--- src/rtl/sar_step_pkg.sv ---
`timescale 1ns/1ps
package sar_step_pkg;

  // Strobes from the sequencer to the accumulator datapath.
  typedef struct packed {
    logic clear;   // zero the estimate at conversion start
    logic update;  // apply one signed step from the comparator bit
    logic finish;  // last step: load the clamped result, raise done
  } stepStrobe_t;

  typedef enum logic [1:0] {
    PH_IDLE   = 2'd0,
    PH_SETTLE = 2'd1,
    PH_SAMPLE = 2'd2
  } stepPhase_t;

endpackage

--- src/rtl/sar_step_ctrl.sv ---
`timescale 1ns/1ps
module sar_step_ctrl
  import sar_step_pkg::*;
#(
  parameter int WIDTH = 8,
  localparam int IDX_W = $clog2(WIDTH + 1)
) (
  input  logic             clk,
  input  logic             rst,
  input  logic             start,
  output stepStrobe_t      strb,
  output logic [IDX_W-1:0] stepIdx
);

  localparam logic [IDX_W-1:0] LAST_IDX  = IDX_W'(WIDTH);
  localparam logic [IDX_W-1:0] FIRST_IDX = IDX_W'(1);

  stepPhase_t phase;
  logic       lastStep;

  assign lastStep = (stepIdx == LAST_IDX);

  always_ff @(posedge clk) begin
    if (rst) begin
      phase   <= PH_IDLE;
      stepIdx <= FIRST_IDX;
    end else begin
      unique case (phase)
        PH_IDLE: begin
          if (start) begin
            phase   <= PH_SETTLE;
            stepIdx <= FIRST_IDX;
          end
        end
        PH_SETTLE: phase <= PH_SAMPLE;
        PH_SAMPLE: begin
          if (lastStep) begin
            phase <= PH_IDLE;
          end else begin
            phase   <= PH_SETTLE;
            stepIdx <= stepIdx + IDX_W'(1);
          end
        end
        default: phase <= PH_IDLE;
      endcase
    end
  end

  always_comb begin
    strb        = '0;
    strb.clear  = (phase == PH_IDLE) && start;
    strb.update = (phase == PH_SAMPLE);
    strb.finish = (phase == PH_SAMPLE) && lastStep;
  end

  AST_STEP_RANGE: assert property (@(posedge clk) disable iff (rst)
    (phase != PH_IDLE) |-> (stepIdx >= FIRST_IDX && stepIdx <= LAST_IDX));

  AST_START_IGNORED: assert property (@(posedge clk) disable iff (rst)
    (phase == PH_SAMPLE && !lastStep && start) |=> (stepIdx == $past(stepIdx) + IDX_W'(1)));

endmodule

--- src/rtl/sar_step_dp.sv ---
`timescale 1ns/1ps
module sar_step_dp
  import sar_step_pkg::*;
#(
  parameter int WIDTH = 8,
  localparam int IDX_W = $clog2(WIDTH + 1),
  localparam int EST_W = WIDTH + 2
) (
  input  logic                    clk,
  input  logic                    rst,
  input  stepStrobe_t             strb,
  input  logic [IDX_W-1:0]        stepIdx,
  input  logic                    cmpGe,
  output logic signed [EST_W-1:0] est,
  output logic [WIDTH-1:0]        result,
  output logic                    eoc
);

  localparam logic signed [EST_W-1:0] EST_MOST_NEG = {1'b1, {(EST_W-1){1'b0}}};

  logic signed [EST_W-1:0] stepVal;
  logic signed [EST_W-1:0] nextEst;
  logic [WIDTH-1:0]        clampRes;

  // Step i has weight 2^-i; with LSB weight 2^-(WIDTH+1) that is 1 << (WIDTH+1-i).
  always_comb begin
    stepVal = EST_W'(1) << (WIDTH + 1 - int'(stepIdx));
    nextEst = cmpGe ? (est - stepVal) : (est + stepVal);
    clampRes = nextEst[EST_W-1] ? '0 : nextEst[WIDTH:1];
  end

  always_ff @(posedge clk) begin
    if (rst) begin
      est    <= '0;
      result <= '0;
      eoc    <= 1'b0;
    end else begin
      eoc <= strb.finish;
      if (strb.clear) begin
        est <= '0;
      end else if (strb.update) begin
        est <= nextEst;
      end
      if (strb.finish) begin
        result <= clampRes;
      end
    end
  end

  AST_EST_BOUND: assert property (@(posedge clk) disable iff (rst)
    est != EST_MOST_NEG);

endmodule

--- src/rtl/sar_signed_step.sv ---
`timescale 1ns/1ps
module sar_signed_step
  import sar_step_pkg::*;
#(
  parameter int WIDTH = 8
) (
  input  logic               clk,
  input  logic               rst,
  input  logic               start,
  input  logic               cmpGe,
  output logic [WIDTH+1:0]   estOut,
  output logic [WIDTH-1:0]   result,
  output logic               eoc
);

  localparam int IDX_W = $clog2(WIDTH + 1);
  localparam int EST_W = WIDTH + 2;

  stepStrobe_t             strb;
  logic [IDX_W-1:0]        stepIdx;
  logic signed [EST_W-1:0] est;

  sar_step_ctrl #(.WIDTH(WIDTH)) u_ctrl (
    .clk     (clk),
    .rst     (rst),
    .start   (start),
    .strb    (strb),
    .stepIdx (stepIdx)
  );

  sar_step_dp #(.WIDTH(WIDTH)) u_dp (
    .clk     (clk),
    .rst     (rst),
    .strb    (strb),
    .stepIdx (stepIdx),
    .cmpGe   (cmpGe),
    .est     (est),
    .result  (result),
    .eoc     (eoc)
  );

  assign estOut = est;

  AST_EOC_PULSE: assert property (@(posedge clk) disable iff (rst)
    eoc |=> !eoc);

  AST_RESULT_HOLD: assert property (@(posedge clk) disable iff (rst)
    (!$past(rst) && !eoc) |-> $stable(result));

  AST_SETTLE_HOLD: assert property (@(posedge clk) disable iff (rst)
    (!$past(rst) && strb.update) |-> $stable(estOut));

endmodule

--- config.mk ---
export PLATFORM = sky130hd
export DESIGN_NAME = sar_signed_step
export DESIGN_NICKNAME = d
export VERILOG_FILES = /design/src/rtl/sar_step_pkg.sv /design/src/rtl/sar_step_ctrl.sv /design/src/rtl/sar_step_dp.sv /design/src/rtl/sar_signed_step.sv
export SDC_FILE = /design/constraint.sdc
export NUM_CORES = 1
export LEC_CHECK = 0
export CAP_MARGIN = 5
export CORE_MARGIN = 5
export CORE_UTILIZATION = 55
export CTS_BUF_LIST = sky130_fd_sc_hd__clkbuf_4
export DETAILED_ROUTE_END_ITERATION = 7
export GPL_TIMING_DRIVEN = 0
export PLACE_DENSITY = 0.8
export RECOVER_POWER = 25
export SYNTH_ARGS = -nofsm -noshare
export SYNTH_HDL_FRONTEND = slang
export SYNTH_SLANG_ARGS = --single-unit
export TNS_END_PERCENT = 50
--- constraint.sdc ---
create_clock -name clk -period 4.8 [get_ports clk]
set_clock_uncertainty 0.1 [all_clocks]
set_input_delay 0.48 -clock clk [delete_from_list [all_inputs] [get_ports clk]]
set_output_delay 0.48 -clock clk [all_outputs]
set_load 0.01 [all_outputs]
==> results.json, run 1 <==
{
  "synth-simple-area-share": 0.214,
  "placed_area_mm2": 0.00198,
  "path_max_fanout": 10,
  "slew_headroom": 0.536,
  "critPathCaptureType": "flip-flop",
  "cts_tree": "built",
  "avgSynthCellArea_um2": 8.18,
  "worstHoldPathCells": 2,
  "rsz0062_at_grt": "no",
  "fin_crit_ns": 4.45,
  "via_count": 1558,
  "synth_edf_count": 0,
  "final-setup-viol-count": 0,
  "die-area_mm2": 0.00432,
  "pre_cts_ws_ns": -0.0967,
  "hpwl_um": 2970,
  "grt_pass1_vias": 1415,
  "area_delta_synth_final_pct": 19.3,
  "async_flop_share": 0,
  "fillerInstances": 283,
  "cts_max_path_buffers": 2,
  "drc": 0,
  "gp_congestion": 0.891,
  "vias_per_cell": 5.58,
  "insertion_delay_ns": 0.32,
  "critPathKind": "flip-flop to flip-flop",
  "power_density_mw_per_mm2": 218,
  "holdWs_ns": 0.359,
  "ant_nets": 0,
  "synthCells": 209,
  "antenna_found_initial": 0,
  "drtPass1Iterations": 4,
  "cts_root_buf": "clkbuf_4",
  "cts_max_level": 1,
  "grt_usage": 0.192,
  "post-route-period-util": 0.927,
  "io_pins": 23,
  "r2r_cells": 18,
  "total_power_mw": 0.445,
  "fp.dieW_um": 65.7,
  "grt_pass1_wl_um": 6520,
  "dp_cells": 275,
  "ys.flop_type": "dfxtp_1",
  "holdCritPathClass": "flip-flop to flip-flop",
  "ys_seq_area_frac": 0.293,
  "p_leak_nw": 0.786,
  "drive_gt1_frac": 0.115,
  "timing.max_cap.violations": 0,
  "critPathLaunchType": "flip-flop",
  "grt_overflow": 0,
  "synth_fa_ha_area_frac": 0.120,
  "ctsHoldBuffers": 0,
  "final_area_mm2": 0.00204,
  "ys_seq_elements": 25,
  "wl_per_cell_um": 13.7,
  "final_cells": 279,
  "crit_arrival_ns": 4.57,
  "cts_made_buffers": 3,
  "die_y_um": 65.7,
  "synth.net_count": 228,
  "hold_viol_final": 0,
  "setup_slack_ns": 0.350,
  "antenna_cells": 0,
  "fmax_mhz": 225,
  "clock-sinks": 25,
  "status": "finished, final reports clean",
  "io_buffers": 22,
  "syn_area_mm2": 0.00171,
  "worst_slew_pin_slew_ns": 0.696,
  "layout.nets": 255,
  "coreArea_mm2": 0.00303,
  "synth_top_family_by_area": "compound AO/OA/AOI/OAI gates",
  "rows": 20,
  "synthMuxAreaShare": 0.0190,
  "slew_violations": 0,
  "grt_max_degree": 14,
  "yosysWarnings": 0,
  "peakVddDrop_mv": 0.164,
  "synth-compound-area-share": 0.229,
  "finalWirelength_um": 3830,
  "clk_pin_slew_worst_paths_ns": 0.13,
  "initial_core_util": 0.564,
  "synth_xor_area_frac": 0.0666,
  "synthDistinctLibCells": 45,
  "cts_setup_buffers": 0,
  "cp.required_ns": 4.92,
  "drtIter0Drc": 72
}
[Yosys cell counts (2+ instances only)]
master	number	area, um2
a21o_1	2	15.0
a211oi_1	5	37.5
ha_1	14	175
nor3_1	4	20.0
nand2b_1	5	31.3
xnor2_1	6	52.6
xor2_1	7	61.3
o211ai_1	2	15.0
o31ai_1	5	37.5
buf_6	3	33.8
a21oi_1	9	45.0
nor2b_1	7	43.8
clkbuf_1	5	18.8
o21a_1	2	15.0
inv_1	11	41.3
a22oi_1	3	22.5
a21boi_0	2	15.0
nor2_1	27	101
a32o_1	3	30.0
and2_2	2	15.0
nand2_1	23	86.3
mux2_2	2	22.5
dfxtp_1	25	500
o21ai_0	9	45.0
nand3_1	4	20.0
a211oi_2	2	25.0
o22ai_1	2	12.5
[critical path, cell delays in order (launching register included)]
cell	delay, ns
dfxtp_2	0.41
clkbuf_2	0.24
inv_1	0.11
ha_1	0.28
and2_2	0.25
a21o_2	0.23
and2_1	0.17
inv_1	0.06
ha_1	0.16
a21boi_1	0.25
nor2_1	0.13
o32ai_1	0.28
a22oi_1	0.14
ha_1	0.37
a2111o_1	0.40
o21ai_2	0.18
o21ai_2	0.12
xor2_2	0.19
a32o_1	0.28
[power by group]
part           total, mW  internal (mW)  switching (mW)
Combinational      0.131         0.0538          0.0777
Sequential         0.215          0.211         0.00395
Clock             0.0986         0.0382          0.0604
[per-stage QoR]
step | utilization | TNS [ns]
global placement | 0.655 | -0.419
detailed placement | 0.655 | -0.715
floorplan | - | 0
finish | 0.674 | 0
global route | 0.674 | 0
CTS | 0.666 | 0
[cells by family (layout without fill, tap and decap cells)]
kind of cell,after synthesis,in the layout
AND/OR/NAND/NOR,78,78
multiplexers,3,3
AO/OA/AOI/OAI,54,54
flip-flops,25,25
buffers and inverters,20,46
XOR/XNOR,13,13
adder cells (fa/ha/maj),16,16
[state kept, by name, indices dropped and copies added (netlist names)]
signal          count
u_ctrl.stepIdx      4
u_dp.eoc            1
u_dp.est           10
u_dp.result         8
u_ctrl.phase        2
[final cells by class]
| type | count | area (um2) | area share |
|---|---|---|---|
| Inverter | 11 | 41.3 | 0.0202 |
| Sequential cell | 25 | 502 | 0.246 |
| Clock buffer | 4 | 30.0 | 0.0147 |
| Multi-Input combinational cell | 164 | 1130 | 0.555 |
| Buffer | 9 | 58.8 | 0.0288 |
| Timing Repair Buffer | 22 | 220 | 0.108 |
| Tap cell | 44 | 55.1 | 0.0270 |
[layout by cell type, fill, tap and decap left out, types with 5 or more instances in the layout]
cell / Yosys / final
o31ai_1: 5 / 5
inv_1: 11 / 11
o21ai_0: 9 / 8
nor2_1: 27 / 27
nand2_1: 23 / 23
xor2_1: 7 / 6
nand2b_1: 5 / 5
ha_1: 14 / 14
dlygate4sd3_1: 0 / 11
a211oi_1: 5 / 5
a21oi_1: 9 / 8
dfxtp_1: 25 / 24
clkdlybuf4s50_1: 0 / 11
xnor2_1: 6 / 5
nor2b_1: 7 / 7
[path summary, 6_finish.rpt]
path         slack, ns                            from                     endpoint
max               0.35  u_ctrl.stepIdx[1]$_SDFFE_PP0P_  u_dp.result[1]$_SDFFE_PP0P_
max reg2reg       0.35  u_ctrl.stepIdx[1]$_SDFFE_PP0P_  u_dp.result[1]$_SDFFE_PP0P_
min               0.36     u_dp.result[7]$_SDFFE_PP0P_  u_dp.result[7]$_SDFFE_PP0P_
min reg2reg       0.36     u_dp.result[7]$_SDFFE_PP0P_  u_dp.result[7]$_SDFFE_PP0P_
[routing by layer]
layer	track usage	vias up	routed length, um
met5	0	-	0
met2	0.314	34	1790
met1	0.253	728	1800
li1	-	786	-
met3	0.0376	10	151
met4	0.0570	0	82
[repair_timing]
item                                    4_1_cts  5_1_grt
resized for setup                             1        7
endpoints found under the hold margin         0        0
endpoints found under the setup margin        9       10
Power figures use the tool's default switching activity.
==> inputs of run 2 (changes only) <==
- MAX_ROUTING_LAYER: unset -> met4
- clock period: 4.8 -> 4.9 ns (I/O delays scaled with it)
==> results.json, run 2 (same netlist as run 1, synthesis figures left out) <==
{
  "vias_per_cell": 5.53,
  "slew_headroom": 0.509,
  "coreArea_mm2": 0.00303,
  "layout_common_cells": "27 x nor2_1, 24 x dfxtp_1, 23 x nand2_1",
  "final-setup-viol-count": 0,
  "clk_pin_slew_worst_paths_ns": 0.15,
  "regMostFlops": "u_dp.est",
  "insertion_delay_ns": 0.32,
  "cts_root_buf": "clkbuf_4",
  "timing.max_cap.violations": 0,
  "critPathCaptureType": "flip-flop",
  "grt_pass1_wl_um": 6600,
  "fin_crit_ns": 4.65,
  "antenna_found_initial": 0,
  "io_pins": 23,
  "total_power_mw": 0.439,
  "cts_max_level": 1,
  "slew_violations": 0,
  "pwr-share-clk": 0.229,
  "holdCritPathClass": "flip-flop to flip-flop",
  "cp.required_ns": 5.03,
  "p_leak_nw": 0.785,
  "power_density_mw_per_mm2": 216,
  "clock-sinks": 25,
  "grt_pass1_vias": 1405,
  "cp_slowest_cell": "dfxtp_2",
  "die-area_mm2": 0.00432,
  "grt_overflow": 0,
  "antenna_cells": 0,
  "critPathLaunchType": "flip-flop",
  "post-route-period-util": 0.949,
  "fp.dieW_um": 65.7,
  "cts_max_path_buffers": 2,
  "hpwl_um": 2990,
  "cpPeakStageDelay_ns": 0.41,
  "tns_ns": 0,
  "finalWirelength_um": 3890,
  "hold_viol_final": 0,
  "rows": 20,
  "swShare": 0.334,
  "layout.nets": 255,
  "cts_setup_buffers": 0,
  "gp_congestion": 0.921,
  "drtPass1Iterations": 4,
  "cts_tree": "built",
  "holdWs_ns": 0.358,
  "crit_arrival_ns": 4.78,
  "path_max_fanout": 10,
  "critPathKind": "flip-flop to flip-flop",
  "power.share.combinational": 0.291,
  "peakVddDrop_mv": 0.136,
  "worst_slew_pin_slew_ns": 0.737,
  "grt_max_degree": 17,
  "area_delta_synth_final_pct": 19.0,
  "die_y_um": 65.7,
  "drc": 0,
  "final_common_cell": "nor2_1",
  "largest_reg_flops": 10,
  "status": "finished, final reports clean",
  "via_count": 1544,
  "top_regs": "u_dp.est (10), u_dp.result (8), u_ctrl.stepIdx (4)",
  "ctsHoldBuffers": 0,
  "io_buffers": 22,
  "drive_gt1_frac": 0.106,
  "p_seq_frac": 0.481,
  "cts_made_buffers": 3,
  "path_common_cell": "ha_1",
  "crit_path_cell_trace": "buf_2 -> inv_1 -> ha_1 -> and2_2 -> a21oi_1 -> nor2_1 -> nand2_1 -> ha_1 -> a21boi_1 -> nor2_1 -> o32ai_1 -> a22oi_1 -> ha_1 -> a2111o_1 -> o21ai_1 -> o21ai_2 -> xor2_2 -> a32o_1",
  "grt_usage": 0.203,
  "initial_core_util": 0.564,
  "wl_per_cell_um": 13.9,
  "drtIter0Drc": 88,
  "switchingPower_mw": 0.147,
  "ant_nets": 0,
  "internal-power_mw": 0.292,
  "fmax_mhz": 215,
  "rsz0062_at_grt": "no"
}
## run 2: changes by cell type in the layout (fill, tap and decap cells not counted), sizes merged
cell    before  now
inv         11   12
buf          4    5
clkbuf       9    7
## run 2: repair_timing
action	CTS	global route
pin swaps	0	0
endpoints found under the setup margin	9	10
gates resized for setup	2	5
## run 2: final cells by class
cell class                 instances  area (um2)
tap                               44        55.1
clock inverter                     1        8.76
inverter                          11        41.3
clock buffer                       3        22.5
multi-input combinational        164        1120
fill                             274         995
sequential                        25         502
timing repair buffer              22         220
buffer                             9        58.8
## run 2: path summary, 6_finish.rpt
| check | cells after the start | start | slack, ns | end |
|---|---|---|---|---|
| setup / recovery | 18 | u_ctrl.stepIdx[1]$_SDFFE_PP0P_ | 0.25 | u_dp.result[3]$_SDFFE_PP0P_ |
| hold / removal | 2 | u_dp.result[7]$_SDFFE_PP0P_ | 0.36 | u_dp.result[7]$_SDFFE_PP0P_ |
| setup reg to reg | 18 | u_ctrl.stepIdx[1]$_SDFFE_PP0P_ | 0.25 | u_dp.result[3]$_SDFFE_PP0P_ |
| hold reg to reg | 2 | u_dp.result[7]$_SDFFE_PP0P_ | 0.36 | u_dp.result[7]$_SDFFE_PP0P_ |
## run 2: per-layer routing
layer,up-vias,GRT usage,share of wire
li1,787,-,-
met5,-,-,0
met4,0,0.0648,0.017
met2,40,0.334,0.48
met3,7,0.0205,0.045
met1,710,0.260,0.46
## run 2: per-stage QoR
step,utilization,area [um2],setup slack (ns),cells
finish,0.671,2030,0.252,279
global route,0.671,2030,0.0121,279
CTS,0.669,2020,0.0588,279
detailed placement,0.655,1980,-0.0745,275
global placement,0.655,1980,0.00898,275
floorplan,-,1710,0.598,209
## run 2: power by group through the flow
stage / Sequential [mW] / Clock (mW) / Combinational, mW
finish: 0.211 / 0.100 / 0.127
global route: 0.212 / 0.111 / 0.141
CTS: 0.211 / 0.104 / 0.124
detailed placement: 0.215 / 0 / 0.120
global placement: 0.215 / 0 / 0.118
floorplan: 0.215 / 0 / 0.0904
## run 2: worst max-delay path, delay by kind of cell, from the launching register on
family | cells | cell delay (ns)
simple gates | 4 | 0.63
flops | 1 | 0.41
buf+inv | 2 | 0.34
fa+ha+maj | 3 | 0.83
xor+xnor | 1 | 0.20
compound gates | 8 | 2.07
